==> src/rtl/pwm_br_pkg.sv <==
package pwm_br_pkg;
  localparam int CNT_W_DEF = 8;
  localparam int PSC_W_DEF = 2;
  localparam int DAT_W_DEF = 8;

  typedef enum logic {
    SEL_CTRL = 1'b0,
    SEL_DUTY = 1'b1
  } reg_sel_e;
endpackage

==> src/rtl/pwm_br_regs.sv <==
module pwm_br_regs
  import pwm_br_pkg::*;
#(
  parameter int DAT_W = DAT_W_DEF,
  parameter int PSC_W = PSC_W_DEF,
  localparam int DUTY_W = DAT_W - 1
) (
  input  logic              clk_i,
  input  logic              rst_ni,
  input  logic              wr_i,
  input  logic              rd_i,
  input  logic              addr_i,
  input  logic [DAT_W-1:0]  wdata_i,
  output logic [DAT_W-1:0]  rdata_o,
  output logic              run_o,
  output logic [PSC_W-1:0]  psc_o,
  output logic [DUTY_W-1:0] duty_o
);
  logic              en_q, en_d;
  logic [PSC_W-1:0]  psc_q, psc_d;
  logic [DUTY_W-1:0] duty_q, duty_d;
  logic [DAT_W-1:0]  rdata_q, rdata_d, rd_mux;
  logic              wr_ctrl, wr_duty;

  assign wr_ctrl = wr_i && (addr_i == SEL_CTRL);
  assign wr_duty = wr_i && (addr_i == SEL_DUTY);

  always_comb begin
    en_d   = en_q;
    psc_d  = psc_q;
    duty_d = duty_q;
    if (wr_ctrl) begin
      en_d  = wdata_i[DAT_W-1];
      psc_d = wdata_i[PSC_W-1:0];
    end
    if (wr_duty) duty_d = wdata_i[DUTY_W-1:0];
  end

  always_comb begin
    rd_mux = '0;
    if (addr_i == SEL_CTRL) begin
      rd_mux[DAT_W-1]   = en_q;
      rd_mux[PSC_W-1:0] = psc_q;
    end else begin
      rd_mux[DUTY_W-1:0] = duty_q;
    end
    rdata_d = rd_i ? rd_mux : rdata_q;
  end

  always_ff @(posedge clk_i or negedge rst_ni) begin
    if (!rst_ni) begin
      en_q    <= 1'b0;
      psc_q   <= '0;
      duty_q  <= '0;
      rdata_q <= '0;
    end else begin
      en_q    <= en_d;
      psc_q   <= psc_d;
      duty_q  <= duty_d;
      rdata_q <= rdata_d;
    end
  end

  assign rdata_o = rdata_q;
  assign run_o   = en_q;
  assign psc_o   = psc_q;
  assign duty_o  = duty_q;


  ctrl_wr_chk: assert property (@(posedge clk_i) disable iff (!rst_ni)
    wr_ctrl |=> (en_q == $past(wdata_i[DAT_W-1])) && (psc_q == $past(wdata_i[PSC_W-1:0])));


  duty_wr_chk: assert property (@(posedge clk_i) disable iff (!rst_ni)
    wr_duty |=> duty_q == $past(wdata_i[DUTY_W-1:0]));
endmodule

==> src/rtl/pwm_br_counter.sv <==
module pwm_br_counter
  import pwm_br_pkg::*;
#(
  parameter int CNT_W = CNT_W_DEF,
  parameter int PSC_W = PSC_W_DEF,
  localparam int IDX_W = $clog2(CNT_W)
) (
  input  logic             clk_i,
  input  logic             rst_ni,
  input  logic             run_i,
  input  logic             tick_i,
  input  logic [PSC_W-1:0] psc_i,
  output logic [CNT_W-1:0] cnt_o
);
  logic [CNT_W-1:0] cnt_q, cnt_d, cnt_inc;
  logic [IDX_W-1:0] rbit;

  always_comb begin
    cnt_inc = cnt_q + 1'b1;
    rbit    = IDX_W'(CNT_W - 1) - IDX_W'(psc_i);
    cnt_d   = cnt_q;
    if (!run_i)      cnt_d = '0;
    else if (tick_i) cnt_d = cnt_inc[rbit] ? '0 : cnt_inc;
  end

  always_ff @(posedge clk_i or negedge rst_ni) begin
    if (!rst_ni) cnt_q <= '0;
    else         cnt_q <= cnt_d;
  end

  assign cnt_o = cnt_q;


  cnt_hold_chk: assert property (@(posedge clk_i) disable iff (!rst_ni)
    !run_i |=> cnt_q == '0);


  cnt_idle_chk: assert property (@(posedge clk_i) disable iff (!rst_ni)
    (run_i && !tick_i) |=> $stable(cnt_q));
endmodule

==> src/rtl/pwm_br_compare.sv <==
module pwm_br_compare
  import pwm_br_pkg::*;
#(
  parameter int CNT_W = CNT_W_DEF,
  parameter int PSC_W = PSC_W_DEF,
  localparam int DUTY_W = CNT_W - 1
) (
  input  logic              clk_i,
  input  logic              rst_ni,
  input  logic              run_i,
  input  logic [PSC_W-1:0]  psc_i,
  input  logic [DUTY_W-1:0] duty_i,
  input  logic [CNT_W-1:0]  cnt_i,
  output logic              pwm_o
);
  logic [CNT_W-1:0] low_mask, cnt_low;
  logic [CNT_W:0]   per_len;

  always_comb begin
    for (int i = 0; i < CNT_W; i++) begin
      low_mask[i] = (i < (CNT_W - 1 - int'(psc_i)));
    end
    cnt_low = cnt_i & low_mask;
    per_len = {1'b0, low_mask} + 1'b1;
  end

  assign pwm_o = run_i && (cnt_low < {1'b0, duty_i});


  sat_high_chk: assert property (@(posedge clk_i) disable iff (!rst_ni)
    (run_i && ({2'b00, duty_i} >= per_len)) |-> pwm_o);
endmodule

==> src/rtl/pwm_bitreset.sv <==
module pwm_bitreset
  import pwm_br_pkg::*;
#(
  parameter int CNT_W = CNT_W_DEF,
  parameter int PSC_W = PSC_W_DEF,
  localparam int DAT_W = CNT_W,
  localparam int DUTY_W = CNT_W - 1
) (
  input  logic             clk_i,
  input  logic             rst_ni,
  input  logic             tick_i,
  input  logic             wr_i,
  input  logic             rd_i,
  input  logic             addr_i,
  input  logic [DAT_W-1:0] wdata_i,
  output logic [DAT_W-1:0] rdata_o,
  output logic             pwm_o
);
  logic              rst_meta_q, rst_sync_q;
  logic              run;
  logic [PSC_W-1:0]  psc;
  logic [DUTY_W-1:0] duty;
  logic [CNT_W-1:0]  cnt;

  always_ff @(posedge clk_i or negedge rst_ni) begin
    if (!rst_ni) begin
      rst_meta_q <= 1'b0;
      rst_sync_q <= 1'b0;
    end else begin
      rst_meta_q <= 1'b1;
      rst_sync_q <= rst_meta_q;
    end
  end

  pwm_br_regs #(.DAT_W(DAT_W), .PSC_W(PSC_W)) u_regs (
    .clk_i   (clk_i),
    .rst_ni  (rst_sync_q),
    .wr_i    (wr_i),
    .rd_i    (rd_i),
    .addr_i  (addr_i),
    .wdata_i (wdata_i),
    .rdata_o (rdata_o),
    .run_o   (run),
    .psc_o   (psc),
    .duty_o  (duty)
  );

  pwm_br_counter #(.CNT_W(CNT_W), .PSC_W(PSC_W)) u_cnt (
    .clk_i  (clk_i),
    .rst_ni (rst_sync_q),
    .run_i  (run),
    .tick_i (tick_i),
    .psc_i  (psc),
    .cnt_o  (cnt)
  );

  pwm_br_compare #(.CNT_W(CNT_W), .PSC_W(PSC_W)) u_cmp (
    .clk_i  (clk_i),
    .rst_ni (rst_sync_q),
    .run_i  (run),
    .psc_i  (psc),
    .duty_i (duty),
    .cnt_i  (cnt),
    .pwm_o  (pwm_o)
  );
endmodule

==> config.mk <==
export PLATFORM = sky130hd
export DESIGN_NAME = pwm_bitreset
export DESIGN_NICKNAME = d
export VERILOG_FILES = /design/src/rtl/pwm_br_pkg.sv /design/src/rtl/pwm_br_regs.sv /design/src/rtl/pwm_br_counter.sv /design/src/rtl/pwm_br_compare.sv /design/src/rtl/pwm_bitreset.sv
export SDC_FILE = /design/constraint.sdc
export NUM_CORES = 1
export LEC_CHECK = 0
export ABC_AREA = 1
export BUFFER_PORTS_ARGS = -buffer_cell sky130_fd_sc_hd__buf_2
export CORE_ASPECT_RATIO = 1.5
export CORE_MARGIN = 10
export CORE_UTILIZATION = 55
export DETAILED_ROUTE_END_ITERATION = 10
export MAX_ROUTING_LAYER = met4
export PLACE_DENSITY = 0.77
export SKIP_LAST_GASP = 1
export SYNTH_ARGS = -nofsm -noshare
export SYNTH_HDL_FRONTEND = slang
export SYNTH_SLANG_ARGS = --single-unit
==> constraint.sdc <==
create_clock -name clk_i -period 2.1 [get_ports clk_i]
set_input_delay 0 -clock clk_i [delete_from_list [all_inputs] [get_ports clk_i]]
set_output_delay 0 -clock clk_i [all_outputs]
set_load 0.02 [all_outputs]
### Yosys cells after proc, flatten, opt, wreduce, memory -nomap -nowiden

Index checks and enable logic that the tools add are counted.

* register bits after elaboration: 28
* bits of input ports: 14
* output and inout bits: 9
* word-level logic and storage cells: 34

* $add $sub $neg: 3
* order comparisons: 10
* equality and inequality tests: 1
* mux-type cells: 8
* bitwise operators: 2
* reduce and logical (&&, ||, !) cells: 3

Operator list (count)
* 2-to-1 mux 8 bit: 3
* less-than comparator 4 bit, first input constant: 4
* adder 8 x 1 -> 8 bit, second input constant: 1
* AND 8 bit: 1
* less-than comparator 3 x 4 -> 1 bit, first input constant: 2
* less-than comparator 8 x 7 -> 1 bit: 1
* 2-to-1 mux 5 bit: 1
* less-than comparator 1 x 4 -> 1 bit, first input constant: 1
* less-than comparator 2 x 4 -> 1 bit, first input constant: 1
* less-than comparator 3 x 4 -> 1 bit, second input constant: 1
* subtractor 3 x 2 -> 4 bit, first input constant: 1
* binary-select mux 1 bit (select 3 bit): 1
* logical AND 1 bit: 3
* subtractor 3 x 2 -> 3 bit, first input constant: 1
* 2-to-1 mux 1 bit: 2
* 2-to-1 mux 2 bit: 1
* inequality test 2 bit, second input constant: 1
* inverter 1 bit: 1

### Logic depth before layout (Yosys ltp)

Gate-level depths: netlist of the first run.

* depth in word-level cells: 6
* gate-level depth with buffers: 9
* depth with buffers taken out: 9

### By module

A second synthesis of the first run with hierarchy kept.

* cells, all modules: 202
* area total of the unflattened synthesis: 1619.1 um^2

By module, submodules not included
* pwm_br_regs: instances 1, cells each 82, area an instance 808.3 um^2, sequential area each 450.4 um^2
* pwm_br_counter: instances 1, cells each 84, area an instance 558.0 um^2, sequential area each 200.2 um^2
* pwm_br_compare: instances 1, cells each 33, area an instance 198.9 um^2, sequential area each 0.0 um^2
* pwm_bitreset: instances 1, cells each 3, area an instance 53.8 um^2, sequential area each 50.0 um^2

### Least setup slack after synthesis of the first run

OpenSTA, ideal clock, no wires.

* path kind: register -> output
* from: register u_cnt.cnt_q[5], in the netlist u_cnt.cnt_o[5]
* to: output port pwm_o
* data arrival time: 1389 ps
* required time: 2100 ps
* slack: 711 ps
* cell stages (with the launch flop): 8
* path buffers: 0
* cell sequence: dfrtp_1 inv_1 nor2_1 ha_1 a21o_1 a21oi_1 nand2_1 nor2_1

* word-level cells in the longest chain between the ends: 3

RTL lines
* from (decl): line pwm_br_counter.sv:15 `logic [CNT_W-1:0] cnt_q, cnt_d, cnt_inc;`
* from (signal assigned): line pwm_br_counter.sv:28 `else cnt_q <= cnt_d;`
* AND 8 bit: line pwm_br_compare.sv:23 `cnt_low = cnt_i & low_mask;`
* less-than comparator 8 x 7 -> 1 bit: line pwm_br_compare.sv:27 `assign pwm_o = run_i && (cnt_low < {1'b0, duty_i});`
* logical AND 1 bit: line pwm_br_compare.sv:27
* to (decl): line pwm_bitreset.sv:17 `output logic pwm_o`

No other way between the ends.

### Worst setup path in the final report of the first run

* from: register u_regs.psc_q[1], in the netlist u_regs.psc_o[1]
* to: output port pwm_o

* word-level cells in the longest chain between the ends: 5
* elaborated cells between the ends (all ways): 12
* those cells by class: 1 x add/sub; 9 x order compare; 1 x bitwise; 1 x reduce/logical

RTL lines
* from (decl): line pwm_br_regs.sv:20 `logic [PSC_W-1:0] psc_q, psc_d;`
* from (signal assigned): line pwm_br_regs.sv:58 `psc_q <= psc_d;`
* subtractor 3 x 2 -> 4 bit *: line pwm_br_compare.sv:21 `low_mask[i] = (i < (CNT_W - 1 - int'(psc_i)));`
* less-than comparator 1 x 4 -> 1 bit (tied with other cells): line pwm_br_compare.sv:21
* AND 8 bit *: line pwm_br_compare.sv:23
* less-than comparator 8 x 7 -> 1 bit *: line pwm_br_compare.sv:27
* logical AND 1 bit *: line pwm_br_compare.sv:27

Mark *: on every way between the ends. The rest lies on a longest branch, timed or not.

==> impl_results.md, run 1 <==
* Post-CTS setup buffers at 0
* Max-capacitance violation count at 0
* Worst slew pin tran at around 0.57 ns
* Startpoint types: register
* Post-Synthesis Cells at ~180
* Antenna diodes at 0
* Clk_lat worst skew at approximately 0.33 ns
* CORE AREA at ~2500 um^2
* Layer with the highest usage: met2
* Placed cells at roughly 220
* Synthesized flop and latch total at 28
* Sequential power share at a little under three fifths
* Post-synthesis compound-gate area fraction at between 10% and 20%
* Clk slew on worst S/H paths at about 0.15 ns
* CP Data Required Time at roughly 2.1 ns
* Layout net count at between 200 and 250
* Cell Area, Synth at around 1400 um^2
* Crit path max fanout at 7
* Main synth FF type: dfrtp_1
* Fillers at 210
* Met1 Usage GRT at 16.9%
* HP Class: in -> reg
* Synth warnings at 0
* Htree depth at 1
* CTS Sinks at 28
* Worst reg2reg setup slack at roughly 0.62 ns
* CTS Buffer Depth at 2
* F_max at 535 MHz
* Slew margin rel. at 61.8%
* Met3 usage at approximately 2.3%
* Met2 usage at between 20% and 30%
* Most common cell in the netlist: nand2_1
* CTS Buf Count at 3
* Root Driver: clkbuf_4
* Post-route ant nets at 0
* Leak at slightly above 0.9 nW
* Multiplexer area fraction after synthesis at 0%
* Critical path class: reg -> out
* Remaining routing DRC violations at 0
* Post-route insts no fill at 239
* Vias in the first global route at around 1,300
* Number of synthesized flops with an enable pin at 0
* Die X at 61.9 um
* Die area at roughly 5100 um^2
* Average cell area after synthesis at approximately 8 um^2
* Peak supply drop at slightly below 500 uV
* Remaining Overflow, GRT at 0
* Total number of vias at around 1,300
* Power Total at between 1 and 1.5 mW
* RSZ-0062 raised after global routing: no
* Synth Area in XOR/XNOR at less than 1%
* Cell row count at 22
* Routed WL at 3.27 mm
* Vias/cell at approximately 5.4
* Synth Area in Simple Gates at ~28%
* Seq/Total Area, Yosys at between 40 and 50%
* WHS at between 0.04 and 0.05 ns
* Final setup violation count at 0
* TritonCTS clock tree: built
* DR pass1 iterations at 4
* Starting Density at about three fifths
* Die Y at around 83 um
* Status: finished, final reports clean
* Layout cells sized above 1 at between 10% and 20%
* Async S/R FF share, synth at 100%
* Post-synth top area share at just under 50%
* CP arrival at between 1.5 and 2 ns
* Detailed Route Iter0 Violations at 31
* Setup TNS Final at 0 ns
* Switch share at a little under a third
* Initial antenna violation count at 0
* Adder-Cell Fraction of Synth Area at 6.04%
* I/O pins at 23
* I/O Buffers at 22
* P_sw at 0.350 mW
* Largest family of logic cells by synthesized area: simple AND/OR/NAND/NOR gates
* Synth area leader: dfrtp_1
* Int Power at ~0.79 mW
* Synth cell count leaders: 43 x nand2_1, 28 x dfrtp_1, 20 x inv_1
* Synth-to-Final Area Change at 20.7%
* Routability Congestion at 0.964
* Slew Limit Fails at 0
* Final min period at 1.87 ns
* DP HPWL at approximately 2.4 mm
* Gate power share at around 22%
* Place WS at roughly 0.59 ns
* Pin count of the biggest net entering global routing at 27
* Syn_nets at between 150 and 200
* DR WL/cell at 13.7 um
* Fin worst setup slack at 0.232 ns
* Final period util at between 80% and 90%
* First-pass GRT wire length at 5.80 mm
* Final hold violation count at 0
* Gr usage total at between 10% and 20%
* Pwr dens at about 650 nW/um^2
* Clock share of power at a little under a quarter
* Crit end category: output port
* Clock Skew at 0.00715 ns
* Distinct cells, synth at 25
* Top post-synthesis cells by area: dfrtp_1 48%, nand2_1 11%, ha_1 6.0%, a21oi_1 5.2%, inv_1 5.2%
-- layer usage --
layer / share of wire (%) / up-vias
li1: - / 652
met1: 42 / 601
met2: 52 / 24
met3: 4.8 / 2
met4: 0.70 / 0
met5: 0 / -
-- repair_timing --
action	CTS	global route
resized for setup	0	0
hold buffers	12	0
hold endpoints to repair	14	0
-- power groups by stage --
| stage | clock network, mW | logic, mW | registers [mW] |
|---|---|---|---|
| finish | 0.260 | 0.248 | 0.634 |
| global route | 0.293 | 0.283 | 0.644 |
| CTS | 0.271 | 0.251 | 0.635 |
| detailed placement | 0 | 0.233 | 0.645 |
| global placement | 0 | 0.228 | 0.643 |
| floorplan | 0 | 0.129 | 0.666 |
-- worst paths after layout --
path | start | to | cells after the start
max in group asynchronous | rst_ni | rst_meta_q$_DFF_PN0_ | 3
min in group asynchronous | rst_sync_q$_DFF_PN0_ | u_regs.rdata_o[7]$_DFFE_PN0P_ | 1
min reg2reg | rst_sync_q$_DFF_PN0_ | u_regs.rdata_o[7]$_DFFE_PN0P_ | 1
max | u_regs.psc_o[1]$_DFFE_PN0P_ | pwm_o | 7
min | tick_i | u_cnt.cnt_o[6]$_DFFE_PN0P_ | 4
max reg2reg | u_cnt.cnt_o[0]$_DFFE_PN0P_ | u_cnt.cnt_o[7]$_DFFE_PN0P_ | 7
-- critical path, cell delays in order (launching register included) --
cell and delay [ns]:
dfrtp_1 0.49, nor3_1 0.24, ha_1 0.28, and3_1 0.17
nand2_1 0.06, nand2_1 0.04, nor2_1 0.09, buf_2 0.17
-- metrics by stage --
step,cell area [um^2],util [%]
2_1_floorplan,1450,-
3_3_place_gp,1590,64.3
3_5_place_dp,1590,64.3
4_1_cts,1750,70.6
5_1_grt,1750,70.6
6_report,1750,70.6
-- layout make-up --
type                       instances  area (um^2)  share of cell area [%]
sequential                        28          701                    40.1
multi-input combinational        127          666                    38.1
timing repair buffer              35          238                    13.6
inverter                          21         78.8                    4.51
clock buffer                       4         36.3                    2.07
tap                               24         30.0                    1.72
-- cells in the final DEF, fill, tap and decap left out, drive strengths merged --
master       count
a21oi           15
buf             23
a21o             1
and3             1
nor2            18
nor3             2
nand3           19
dlygate4sd3     12
nand2           46
inv             20
nand4            1
clkinv           1
clkbuf           4
o31ai            1
conb             1
ha               7
o21bai           1
o211ai           1
dfrtp           28
xor2             1
o21ai           12
-- sequential cells by signal, indices dropped and copies added, names as in the netlist --
name	flops
rst_meta_q	1
u_regs.duty_o	7
u_cnt.cnt_o	8
u_regs.psc_o	2
rst_sync_q	1
u_regs.rdata_o	8
u_regs.run_o	1
-- logic make-up after synthesis --
logic type      count (synthesis)
flops                          28
compound gates                 31
other cells                     1
fa+ha+maj                       7
simple gates                   87
buf+inv                        22
xor+xnor                        1
(Power assumes the default switching activity.)
==> run 2: changes to the inputs <==
--- a/config.mk
+++ b/config.mk
@@ -7,12 +7,14 @@
 export LEC_CHECK = 0
 export ABC_AREA = 1
 export BUFFER_PORTS_ARGS = -buffer_cell sky130_fd_sc_hd__buf_2
+export CAP_MARGIN = 30
 export CORE_ASPECT_RATIO = 1.5
 export CORE_MARGIN = 10
 export CORE_UTILIZATION = 55
 export DETAILED_ROUTE_END_ITERATION = 10
 export MAX_ROUTING_LAYER = met4
-export PLACE_DENSITY = 0.77
+export PLACE_DENSITY_LB_ADDON = 0.12
+export RECOVER_POWER = 50
 export SKIP_LAST_GASP = 1
 export SYNTH_ARGS = -nofsm -noshare
 export SYNTH_HDL_FRONTEND = slang
==> run 2 against run 1 <==
  * Design area shrank 1.1%
  * Register-to-register slack lost 0.02 ns
  * Core utilization shrank 0.81 points
  * Wire length grew 4.8%
  * Worst hold slack lost 0.0054 ns
  * Largest cell class unchanged
==> impl_results.md, run 2 (synthesis results as in run 1) <==
* Remaining Overflow, GRT at 0 (unchanged)
* Total number of vias at 1,328 (+3.8%)
* Cell row count at 22 (unchanged)
* Layout net count at 237 (unchanged)
* DR WL/cell at 14.4 um (+5.3%)
* Routability Congestion at 0.985 (+2.3%)
* Root Driver: clkbuf_4
* Final setup violation count at 0 (unchanged)
* Crit end category: output port
* DR pass1 iterations at 6 (+2)
* Clock Skew at 0.00146 ns (-0.00569 ns)
* Worst slew pin tran at 1.42 ns (+0.845 ns)
* Setup TNS Final at 0 ns (unchanged)
* Placed cells at 223 (unchanged)
* Max-capacitance violation count at 0 (unchanged)
* Routed WL at 3.43 mm (+4.8%)
* Crit path max fanout at 7 (unchanged)
* F_max at 544 MHz (+1.6%)
* Slew Limit Fails at 0 (unchanged)
* I/O Buffers at 22 (unchanged)
* Final hold violation count at 0 (unchanged)
* DP HPWL at 2.64 mm (+8.8%)
* Starting Density at 58.5% (unchanged)
* First-pass GRT wire length at 5.54 mm (-4.5%)
* Clk slew on worst S/H paths at 0.14 ns (about the same)
* Remaining routing DRC violations at 0 (unchanged)
* Fillers at 213 (+1.4%)
* Initial antenna violation count at 0 (unchanged)
* Htree depth at 1 (unchanged)
* Post-route insts no fill at 238 (-0.42%)
* Critical path class: reg -> out
* RSZ-0062 raised after global routing: no
* Status: finished, final reports clean
* CTS Buf Count at 3 (unchanged)
* Synth-to-Final Area Change at 19.3%
* Post-route ant nets at 0 (unchanged)
* Final period util at 87.6% (-1.4 points)
* Startpoint types: register
* Gr usage total at 13.9% (-0.60 points)
* I/O pins at 23 (unchanged)
* Final min period at 1.84 ns (-0.0289 ns)
* CTS Buffer Depth at 2 (unchanged)
* Slew margin rel. at 5.60% (-56 points)
* CP arrival at 1.84 ns (-0.03 ns)
* TritonCTS clock tree: built
* Layout cells sized above 1 at 14.5% (-1.8 points)
* CORE AREA at 2480 um^2 (unchanged)
* Die Y at 82.9 um (unchanged)
* Clk_lat worst skew at 0.32 ns (about the same)
* Vias in the first global route at 1,278 (+1.5%)
* Die area at 5130 um^2 (unchanged)
* Highest-count cells in the layout ignoring fill and taps: 43 x nand2_1, 28 x dfrtp_1, 20 x inv_1, 20 x buf_2, 17 x nor2_1
* Most common cell after layout, fill and taps aside: nand2_1
* Antenna diodes at 0 (unchanged)
* HP Class: in -> reg
* Peak supply drop at 325 uV (-34%)
* Vias/cell at 5.58 (+4.3%)
* CP Data Required Time at 2.10 ns (about the same)
* Detailed Route Iter0 Violations at 51 (+65%)
* Pin count of the biggest net entering global routing at 27 (unchanged)
* CTS Sinks at 28 (unchanged)
* Pwr dens at 639 nW/um^2 (-2.2%)
* Leak at 0.908 nW (-1.8%)
* Die X at 61.9 um (unchanged)
## run 2: worst paths after layout
path	startpoint	end	slack (ns)	depth (start not counted)
setup / recovery	u_regs.psc_o[1]$_DFFE_PN0P_	pwm_o	0.26	7
setup reg to reg	rst_sync_q$_DFF_PN0_	u_regs.rdata_o[2]$_DFFE_PN0P_	0.60	1
min in group asynchronous	rst_ni	rst_meta_q$_DFF_PN0_	0.51	3
hold / removal	tick_i	u_cnt.cnt_o[2]$_DFFE_PN0P_	0.04	4
max in group asynchronous	rst_sync_q$_DFF_PN0_	u_regs.rdata_o[2]$_DFFE_PN0P_	0.60	1
hold reg to reg	rst_meta_q$_DFF_PN0_	rst_sync_q$_DFF_PN0_	0.37	0
## run 2: power by group
part	internal, mW	leakage [nW]	total [mW]	switching (mW)
logic	0.0937	0.544	0.252	0.158
clock network	0.0674	0.0138	0.220	0.152
registers	0.592	0.350	0.634	0.0420
## run 2: cell type report
cell class                 count  area [um^2]  area share, %
inverter                      21         78.8           4.56
sequential                    28          701           40.5
clock buffer                   3         22.5           1.30
multi-input combinational    127          666           38.5
timing repair buffer          35          231           13.4
tap                           24         30.0           1.74
## run 2: worst max-delay path, stage by stage, from the launching register on
cell	delay, ns
dfrtp_1	0.49
nor3_1	0.22
ha_1	0.28
and3_1	0.17
nand2_1	0.06
nand2_1	0.05
nor2_1	0.08
buf_2	0.17
## run 2: what timing repair did
item,CTS,global route
hold endpoints to repair,14,0
buffers inserted,0,0
hold buffers,12,0
gates resized for setup,0,0
## run 2: per-stage QoR
step / worst slack (ns) / hold WS, ns / instance area (um^2) / power (mW) / util, %
3_5_place_dp: 0.647 / -0.210 / 1590 / 0.882 / 64.3
4_1_cts: 0.261 / 0.0392 / 1740 / 1.11 / 70.1
6_report: 0.261 / 0.0434 / 1730 / 1.11 / 69.8
3_3_place_gp: 0.668 / -0.216 / 1590 / 0.868 / 64.3
5_1_grt: 0.141 / 0.0611 / 1730 / 1.16 / 69.8
2_1_floorplan: 0.711 / -0.296 / 1450 / 0.796 / -
## run 2: per-layer routing
| metal | vias up | track usage, % | share of wire, % |
|---|---|---|---|
| li1 | 652 | - | - |
| met3 | 13 | 2.44 | 5.2 |
| met2 | 41 | 24.1 | 52 |
| met1 | 622 | 14.1 | 38 |
| met4 | 0 | 6.50 | 3.9 |
| met5 | - | - | 0 |
